[src/rtl/decay_trigger_pkg.sv]
package decay_trigger_pkg;

  typedef enum logic [1:0] {
    ST_IDLE   = 2'd0,
    ST_PROMPT = 2'd1,
    ST_WAIT   = 2'd2
  } trigState_t;

  // strobes from control to datapath
  typedef struct packed {
    logic start;  // reload elapsed counter at window opening
    logic run;    // advance elapsed counter
    logic fire;   // latch delay and emit trigger
  } dpStrobe_t;

endpackage

[src/rtl/decay_trigger_ctrl.sv]
module decay_trigger_ctrl
  import decay_trigger_pkg::*;
(
  input  logic      clk,
  input  logic      rst,
  input  logic      hitTop,
  input  logic      hitMid,
  input  logic      hitBot,
  input  logic      winLast,
  input  logic      minMet,
  input  logic      acceptLast,
  output dpStrobe_t strobe,
  output logic      busy
);

  trigState_t state, stateNext;
  logic seenTop, seenMid, seenBot;
  logic midArmed;
  logic promptOk, delayedHit;

  // a prompt candidate needs both upper planes and a clean bottom plane
  assign promptOk   = (seenTop | hitTop) & (seenMid | hitMid) & ~(seenBot | hitBot);
  // a middle hit counts only after the middle line has dropped once
  assign delayedHit = minMet & (hitBot | (hitMid & midArmed));

  always_comb begin
    stateNext    = state;
    strobe       = '0;
    case (state)
      ST_IDLE: begin
        if (hitTop | hitMid) begin
          strobe.start = 1'b1;
          stateNext    = ST_PROMPT;
        end
      end
      ST_PROMPT: begin
        strobe.run = 1'b1;
        if (winLast) stateNext = promptOk ? ST_WAIT : ST_IDLE;
      end
      ST_WAIT: begin
        strobe.run = 1'b1;
        if (delayedHit) begin
          strobe.fire = 1'b1;
          stateNext   = ST_IDLE;
        end else if (acceptLast) begin
          stateNext = ST_IDLE;
        end
      end
      default: stateNext = ST_IDLE;
    endcase
  end

  always_ff @(posedge clk) begin
    if (rst) begin
      state    <= ST_IDLE;
      seenTop  <= 1'b0;
      seenMid  <= 1'b0;
      seenBot  <= 1'b0;
      midArmed <= 1'b0;
    end else begin
      state <= stateNext;
      if (state == ST_IDLE) begin
        seenTop  <= hitTop;
        seenMid  <= hitMid;
        seenBot  <= hitBot;
        midArmed <= 1'b0;
      end else begin
        if (state == ST_PROMPT) begin
          seenTop <= seenTop | hitTop;
          seenMid <= seenMid | hitMid;
          seenBot <= seenBot | hitBot;
        end
        if (!hitMid) midArmed <= 1'b1;
      end
    end
  end

  assign busy = (state != ST_IDLE);

  // the wait phase is only ever entered through the prompt window
  assert_wait_from_prompt_R2: assert property (@(posedge clk) disable iff (rst)
    (state == ST_WAIT && $past(state) != ST_WAIT) |-> $past(state) == ST_PROMPT);

  // no exit from the wait phase before the minimum delay has elapsed
  assert_no_early_exit_R4: assert property (@(posedge clk) disable iff (rst)
    (state == ST_WAIT && !minMet) |=> state == ST_WAIT);

  // the datapath is never asked to restart while a candidate is pending
  assert_no_restart_busy_R6: assert property (@(posedge clk) disable iff (rst)
    busy |-> !strobe.start);

endmodule

[src/rtl/decay_trigger_datapath.sv]
module decay_trigger_datapath
  import decay_trigger_pkg::*;
#(
  parameter int COINC_WIN  = 4,
  parameter int MIN_DELAY  = 8,
  parameter int ACCEPT_WIN = 5000,
  parameter int CNT_W      = $clog2(ACCEPT_WIN + 2)
) (
  input  logic             clk,
  input  logic             rst,
  input  dpStrobe_t        strobe,
  output logic             winLast,
  output logic             minMet,
  output logic             acceptLast,
  output logic             trig,
  output logic [CNT_W-1:0] delay
);

  localparam logic [CNT_W-1:0] WIN_END    = CNT_W'(COINC_WIN - 1);
  localparam logic [CNT_W-1:0] MIN_CNT    = CNT_W'(MIN_DELAY);
  localparam logic [CNT_W-1:0] ACCEPT_END = CNT_W'(ACCEPT_WIN);

  // cycles since the prompt window opened
  logic [CNT_W-1:0] elapsed;

  always_ff @(posedge clk) begin
    if (rst) begin
      elapsed <= '0;
      trig    <= 1'b0;
      delay   <= '0;
    end else begin
      if (strobe.start)    elapsed <= CNT_W'(1);
      else if (strobe.run) elapsed <= elapsed + CNT_W'(1);
      trig <= strobe.fire;
      if (strobe.fire) delay <= elapsed;
    end
  end

  assign winLast    = (elapsed == WIN_END);
  assign minMet     = (elapsed >= MIN_CNT);
  assign acceptLast = (elapsed == ACCEPT_END);

  // the elapsed count never runs beyond the acceptance window while counting
  assert_count_bound_R4: assert property (@(posedge clk) disable iff (rst)
    strobe.run |-> elapsed <= ACCEPT_END);

endmodule

[src/rtl/decay_trigger.sv]
module decay_trigger
  import decay_trigger_pkg::*;
#(
  parameter int COINC_WIN  = 4,
  parameter int MIN_DELAY  = 8,
  parameter int ACCEPT_WIN = 5000,
  parameter int CNT_W      = $clog2(ACCEPT_WIN + 2)
) (
  input  logic             clk,
  input  logic             rst,
  input  logic             hitTop,
  input  logic             hitMid,
  input  logic             hitBot,
  output logic             trigOut,
  output logic             busyOut,
  output logic [CNT_W-1:0] delayOut
);

  dpStrobe_t strobe;
  logic winLast, minMet, acceptLast;

  decay_trigger_ctrl u_ctrl (
    .clk        (clk),
    .rst        (rst),
    .hitTop     (hitTop),
    .hitMid     (hitMid),
    .hitBot     (hitBot),
    .winLast    (winLast),
    .minMet     (minMet),
    .acceptLast (acceptLast),
    .strobe     (strobe),
    .busy       (busyOut)
  );

  decay_trigger_datapath #(
    .COINC_WIN  (COINC_WIN),
    .MIN_DELAY  (MIN_DELAY),
    .ACCEPT_WIN (ACCEPT_WIN),
    .CNT_W      (CNT_W)
  ) u_dp (
    .clk        (clk),
    .rst        (rst),
    .strobe     (strobe),
    .winLast    (winLast),
    .minMet     (minMet),
    .acceptLast (acceptLast),
    .trig       (trigOut),
    .delay      (delayOut)
  );

  // the trigger is a single-cycle pulse
  assert_trig_pulse_R5: assert property (@(posedge clk) disable iff (rst)
    trigOut |=> !trigOut);

  // a reported delay always lies inside the accepted range
  assert_delay_range_R4: assert property (@(posedge clk) disable iff (rst)
    trigOut |-> (delayOut >= CNT_W'(MIN_DELAY) && delayOut <= CNT_W'(ACCEPT_WIN)));

  // the block is idle again in the trigger cycle
  assert_idle_on_trig_R6: assert property (@(posedge clk) disable iff (rst)
    trigOut |-> !busyOut);

endmodule

[config.mk]
export PLATFORM = sky130hd
export DESIGN_NAME = decay_trigger
export DESIGN_NICKNAME = d
export VERILOG_FILES = /design/src/rtl/decay_trigger_pkg.sv /design/src/rtl/decay_trigger_ctrl.sv /design/src/rtl/decay_trigger_datapath.sv /design/src/rtl/decay_trigger.sv
export SDC_FILE = /design/constraint.sdc
export NUM_CORES = 1
export LEC_CHECK = 0
export ABC_AREA = 1
export BUFFER_PORTS_ARGS = -buffer_cell sky130_fd_sc_hd__buf_2
export CORE_MARGIN = 5
export CORE_UTILIZATION = 25
export CTS_BUF_LIST = sky130_fd_sc_hd__clkbuf_16
export CTS_CLUSTER_DIAMETER = 50
export DETAILED_ROUTE_END_ITERATION = 10
export PLACE_DENSITY = 0.39
export SLEW_MARGIN = 20
export SYNTH_ARGS = -nofsm -noshare
export SYNTH_HDL_FRONTEND = slang
export SYNTH_SLANG_ARGS = --single-unit
[constraint.sdc]
create_clock -name clk -period 4.2 [get_ports clk]
set_input_delay 0.42 -clock clk [delete_from_list [all_inputs] [get_ports clk]]
set_output_delay 0.42 -clock clk [all_outputs]
set_load 0.1 [all_outputs]
# After elaboration in Yosys (flattened, before gate mapping)

Cells that the tools add are included.

Register bits after elaboration: 33
Input port bits: 5
Output and inout bits: 15
Word-level logic and storage cells: 55

Add/sub/neg operators: 1
$lt $le $gt $ge: 1
Eq/ne operators: 7
Multiplexer cells: 19
Bitwise gates (word level): 10
Reductions and logical operators: 8

Operators by type and width:

| kind                  | number |
|---|---|
| $add 13x1->13 const B | 1 |
| $eq 13x13->1 const B  | 1 |
| $eq 13x2->1 const B   | 1 |
| $ge 13x4->1 const B   | 1 |
| $mux 1                | 13 |
| $mux 2                | 5 |
| $pmux 2 s3            | 1 |
| $reduce_bool 2->1     | 3 |
| $reduce_or 2->1       | 3 |
| $or 1x1->1            | 5 |
| $and 1x1->1           | 4 |
| $ne 2x1->1 const B    | 2 |
| $ne 3x2->1 const B    | 1 |
| $reduce_and 3->1      | 1 |
| $eq 2x1->1 const B    | 1 |
| $eq 2x2->1 const B    | 1 |
| $logic_not 2->1       | 1 |
| $not 1->1             | 1 |

# Longest topological paths before layout

Depth after elaboration: 6
Gate-level depth with buffers: 12
Gate-level depth less buffers: 12

# By module

A second synthesis with hierarchy kept.

Cells, all modules: 216
Area total of the unflattened synthesis: 1,569.0 um^2

By module, submodules not included:

| module                 | instances | cells each | area each (um^2) | seq. area each (um^2) |
|---|---|---|---|---|
| decay_trigger_datapath | 1         | 165        | 1,227.4          | 540.5 |
| decay_trigger_ctrl     | 1         | 51         | 341.6            | 120.1 |

# Worst setup path after synthesis

OpenSTA, ideal clock, no wires.

Path kind: register to register
Start point: register u_ctrl.state[0]
End point: register u_dp.elapsed[5]
Library setup time: 0.092 ns
Arrival time: 1.902 ns
Data required time: 4.108 ns
Setup slack: 2.206 ns
Stages on the path, launching flop included: 8
Buffers on the path: 0
Period minus slack after synthesis: 1.994 ns
Cells stage by stage: dfxtp_1 -> inv_1 -> ha_1 -> inv_1 -> a21oi_1 -> nor2_1 -> inv_2 -> nor4_1

Cells in the longest elaborated chain, start to end: 3
Elaborated cells on any way between the ends: 7
Those cells by class: eq/ne (2); mux (2); reduce/logical (3)

Ends and longest elaborated chain:

| item                                                | line                         | source |
|---|---|---|
| from (decl)                                         | decay_trigger_ctrl.sv:16     | `trigState_t state, stateNext;` |
| from (signal assigned)                              | decay_trigger_ctrl.sv:61     | `state <= stateNext;` |
| $eq 2x2->1 (tied with other cells)                  | decay_trigger_ctrl.sv:29     | `case (state)` |
| $reduce_or 2->1 (no line) or $mux 1 (tied branches) | n/a                          |  |
| $mux 1 or $reduce_or 2->1 (tied branches)           | n/a                          |  |
| to (signal assigned)                                | decay_trigger_datapath.sv:33 | `else if (strobe.run) elapsed <= elapsed + CNT_W'(1);` |
| to (decl)                                           | decay_trigger_datapath.sv:24 | `logic [CNT_W-1:0] elapsed;` |

Several ways; a longest one is shown, not always the timed one.
A chain may end at the register's enable or synchronous reset.

# Worst setup path after layout

Start point: register u_ctrl.state[0]
End point: output busyOut

Cells in the longest elaborated chain, start to end: 1

Ends and longest elaborated chain:

| item              | line                     | source |
|---|---|---|
| $reduce_bool 2->1 | decay_trigger_ctrl.sv:78 | `assign busy = (state != ST_IDLE);` |
| to (decl)         | decay_trigger.sv:15      | `output logic busyOut,` |

No other way between the ends.

==> results.toml <==
[detailed_routing]
routed_wl_microns = 3650
wire_per_inst_microns = 11.7
drcViolationCount = 0
drtAntennaViolNets = 0
num_vias = 1356
dr.pass1.iters = 4
drt-initial-drc-count = 69
vias_per_cell = 4.36

[grt]
grtUsageTotal_pct = 10.7
antenna_found_initial = 0
grt_max_degree = 28
grt_overflow = 0
grt_pass1_wl_microns = 6390
grt_pass1_vias = 1337

[floorplanning]
die_x_microns = 89.3
placementRows = 28
ios = 20
die_h_microns = 89.3
core_sq_mm = 0.00603
initial_utilization_pct = 26.1
dieArea_sq_mm = 0.00797

[clock_network]
clk_latency_ns = 0.27
clock-sinks = 33
cts.htree.levels = 2
clockBufferDepth = 2
cts-root-buf = "clkbuf_16"
clkTransAtPathRegs_ns = 0.05
cts_tree = "built"
hold_buffers = 0
cts_setup_buffers = 0
cts_buffers = 5
ctsResizeCount = 0

[critical_path]
path_class = "reg2out"
worstRegToRegCells = 7
critPathMaxStageDelay_ns = 0.44
cp_cell_sequence = "inv_1 > ha_1 > inv_1 > buf_2"
timing.rr.start = "u_ctrl.state[0]"
path_common_cell = "inv_1"
r2r-end = "u_dp.elapsed[9]"
required_ns = 3.78
cp-end-kind = "primary output"
critPathMaxFanout = 4
slowest_stage = "buf_2"
cp.arrival_ns = 1.45
rrSetupSlack_ns = 2.48
start_kind = "flip-flop"

[logic_synthesis]
ys_seq_elements = 33
synth_mux_area_share_pct = 0
synth_top_family_by_area = "simple AND/OR/NAND/NOR gates"
synth_cell_types = 28
synth-simple-area-share_pct = 23.4
seq_area_frac_synth_pct = 42.0
synth-xor-area-share_pct = 0.557
yosysTopAreaCell = "dfxtp_1"
yosys_warnings = 0
post_synth.cell_area_avg_sq_um = 7.34
synthAdderAreaFrac_pct = 3.98
syn_nets = 224
syn_area_sq_mm = 0.00157
synth_area_leaders = "dfxtp_1 42%, inv_1 9.1%, a21oi_1 8.0%"
synthCells = 214
synth_compound_area_share_pct = 17.4
synth_top_area_share_pct = 42.0

[cells_and_area]
fin_cells = 311
areaGrowthSynthToFinish_pct = 18.1
antennaDiodeCount = 0
mostFrequentLayoutCells = "39 x inv_1, 33 x dfxtp_1, 30 x nand2_1"
nets = 246
nFillCells = 671
drive_above_1_share_pct = 16.1
final_common_cell = "inv_1"

[hold_path]
min_path_type = "in2reg"
min_to = "u_ctrl.midArmed"
whs_path_depth = 2
min_from = "hitMid"

[timing]
finClkSkew_ns = 0.00492
tns_ns = 0
post-route-period-util_pct = 44.6
setup_viol = 0
tightest_slew_ns = 0.501
relSlewSlack_pct = 66.8
final_max_slew_viol_count = 0
hold_violations = 0
finalWorstSetupSlack_ns = 2.33
rsz0062_at_grt = "false"
fmax_mhz = 534
fin_crit_ns = 1.87

[power_and_ir_drop]
p_per_area_mw_per_mm2 = 512
vdd_drop_max_uv = 191
fin_total_pwr_uw = 950
power.leakage_nw = 0.761

[run_status]
status = "completed"

[placement]
dpl.hpwl_microns = 2770
finalWeightedCongestion = 0.788
pre_cts_slack_ns = 2.47
dp_cells = 304
io_buffers = 19

[run]
maxCapViolations = 0
==> power breakdown <==
group	switching [mW]	internal, mW
Sequential	0.0153	0.341
Clock	0.122	0.211
Combinational	0.191	0.0693
==> worst max path at each step <==
stage               startpoint              end  slack [ns]  cells after the start
3_5_place_dp   u_ctrl.state[1]  u_dp.elapsed[9]        2.47                      8
3_3_place_gp   u_ctrl.state[0]  u_dp.elapsed[9]        2.45                      8
6_report       u_ctrl.state[0]          busyOut        2.33                      4
5_1_grt        u_ctrl.state[0]          busyOut        2.26                      4
4_1_cts        u_ctrl.state[0]          busyOut        2.32                      4
2_1_floorplan  u_ctrl.state[0]  u_dp.elapsed[5]        2.21                      7
==> metrics by stage <==
stage	util, %	hold WS [ns]	cell area (sq um)
3_3_place_gp	28.6	0.430	1720
5_1_grt	30.8	0.371	1860
6_report	30.8	0.369	1860
4_1_cts	30.8	0.360	1860
2_1_floorplan	-	0.432	1570
3_5_place_dp	28.6	0.433	1720
==> synthesized netlist by cell type <==
library cell and number:
a21oi_1 25, a221oi_1 1, a31oi_1 2, buf_4 1, buf_6 1, buf_8 1, clkbuf_1 1, dfxtp_1 33
ha_1 5, inv_1 38, inv_2 5, nand2_1 30, nand2_2 2, nand3_1 5, nand3_2 1, nand3_4 1
nand4_1 2, nor2_1 25, nor2_2 2, nor2_4 1, nor3_1 3, nor3_2 1, nor3_4 1, nor4_1 3
o21ai_0 11, o21ai_1 9, o32ai_1 3, xor2_1 1
==> cell type report <==
type | count | area, sq um | area share, %
Timing Repair Buffer | 19 | 95.1 | 5.12
Sequential cell | 33 | 661 | 35.6
Clock buffer | 5 | 125 | 6.74
Tap cell | 75 | 93.8 | 5.06
Inverter | 43 | 161 | 8.70
Clock inverter | 2 | 7.51 | 0.405
Multi-Input combinational cell | 134 | 712 | 38.4
==> critical path: cells and delay by family, from the launching register on <==
kind | cells | cell delay (ns)
buffers and inverters | 3 | 0.62
DFF | 1 | 0.33
adders and majority gates | 1 | 0.23
==> kinds of logic after synthesis <==
family / after synthesis
AND/OR/NAND/NOR: 77
AO/OA/AOI/OAI: 51
buffers and inverters: 47
flip-flops: 33
adder cells (fa/ha/maj): 5
XOR/XNOR: 1
==> sequential cells by signal, summed over array words and instances (netlist names) <==
signal / count
u_ctrl.seenTop: 1
u_dp.elapsed: 13
u_dp.delay: 13
u_dp.trig: 1
u_ctrl.seenMid: 1
u_ctrl.state: 2
u_ctrl.seenBot: 1
u_ctrl.midArmed: 1
==> per-layer routing <==
layer / track usage [%] / up-vias / part of all wire [%]
met1: 14.7 / 589 / 50
met4: 4.87 / 0 / 2.0
met5: 0 / - / 0
li1: - / 731 / -
met3: 3.32 / 7 / 5.3
met2: 15.1 / 29 / 42
Note: power is estimated with default switching activity, not from simulation.
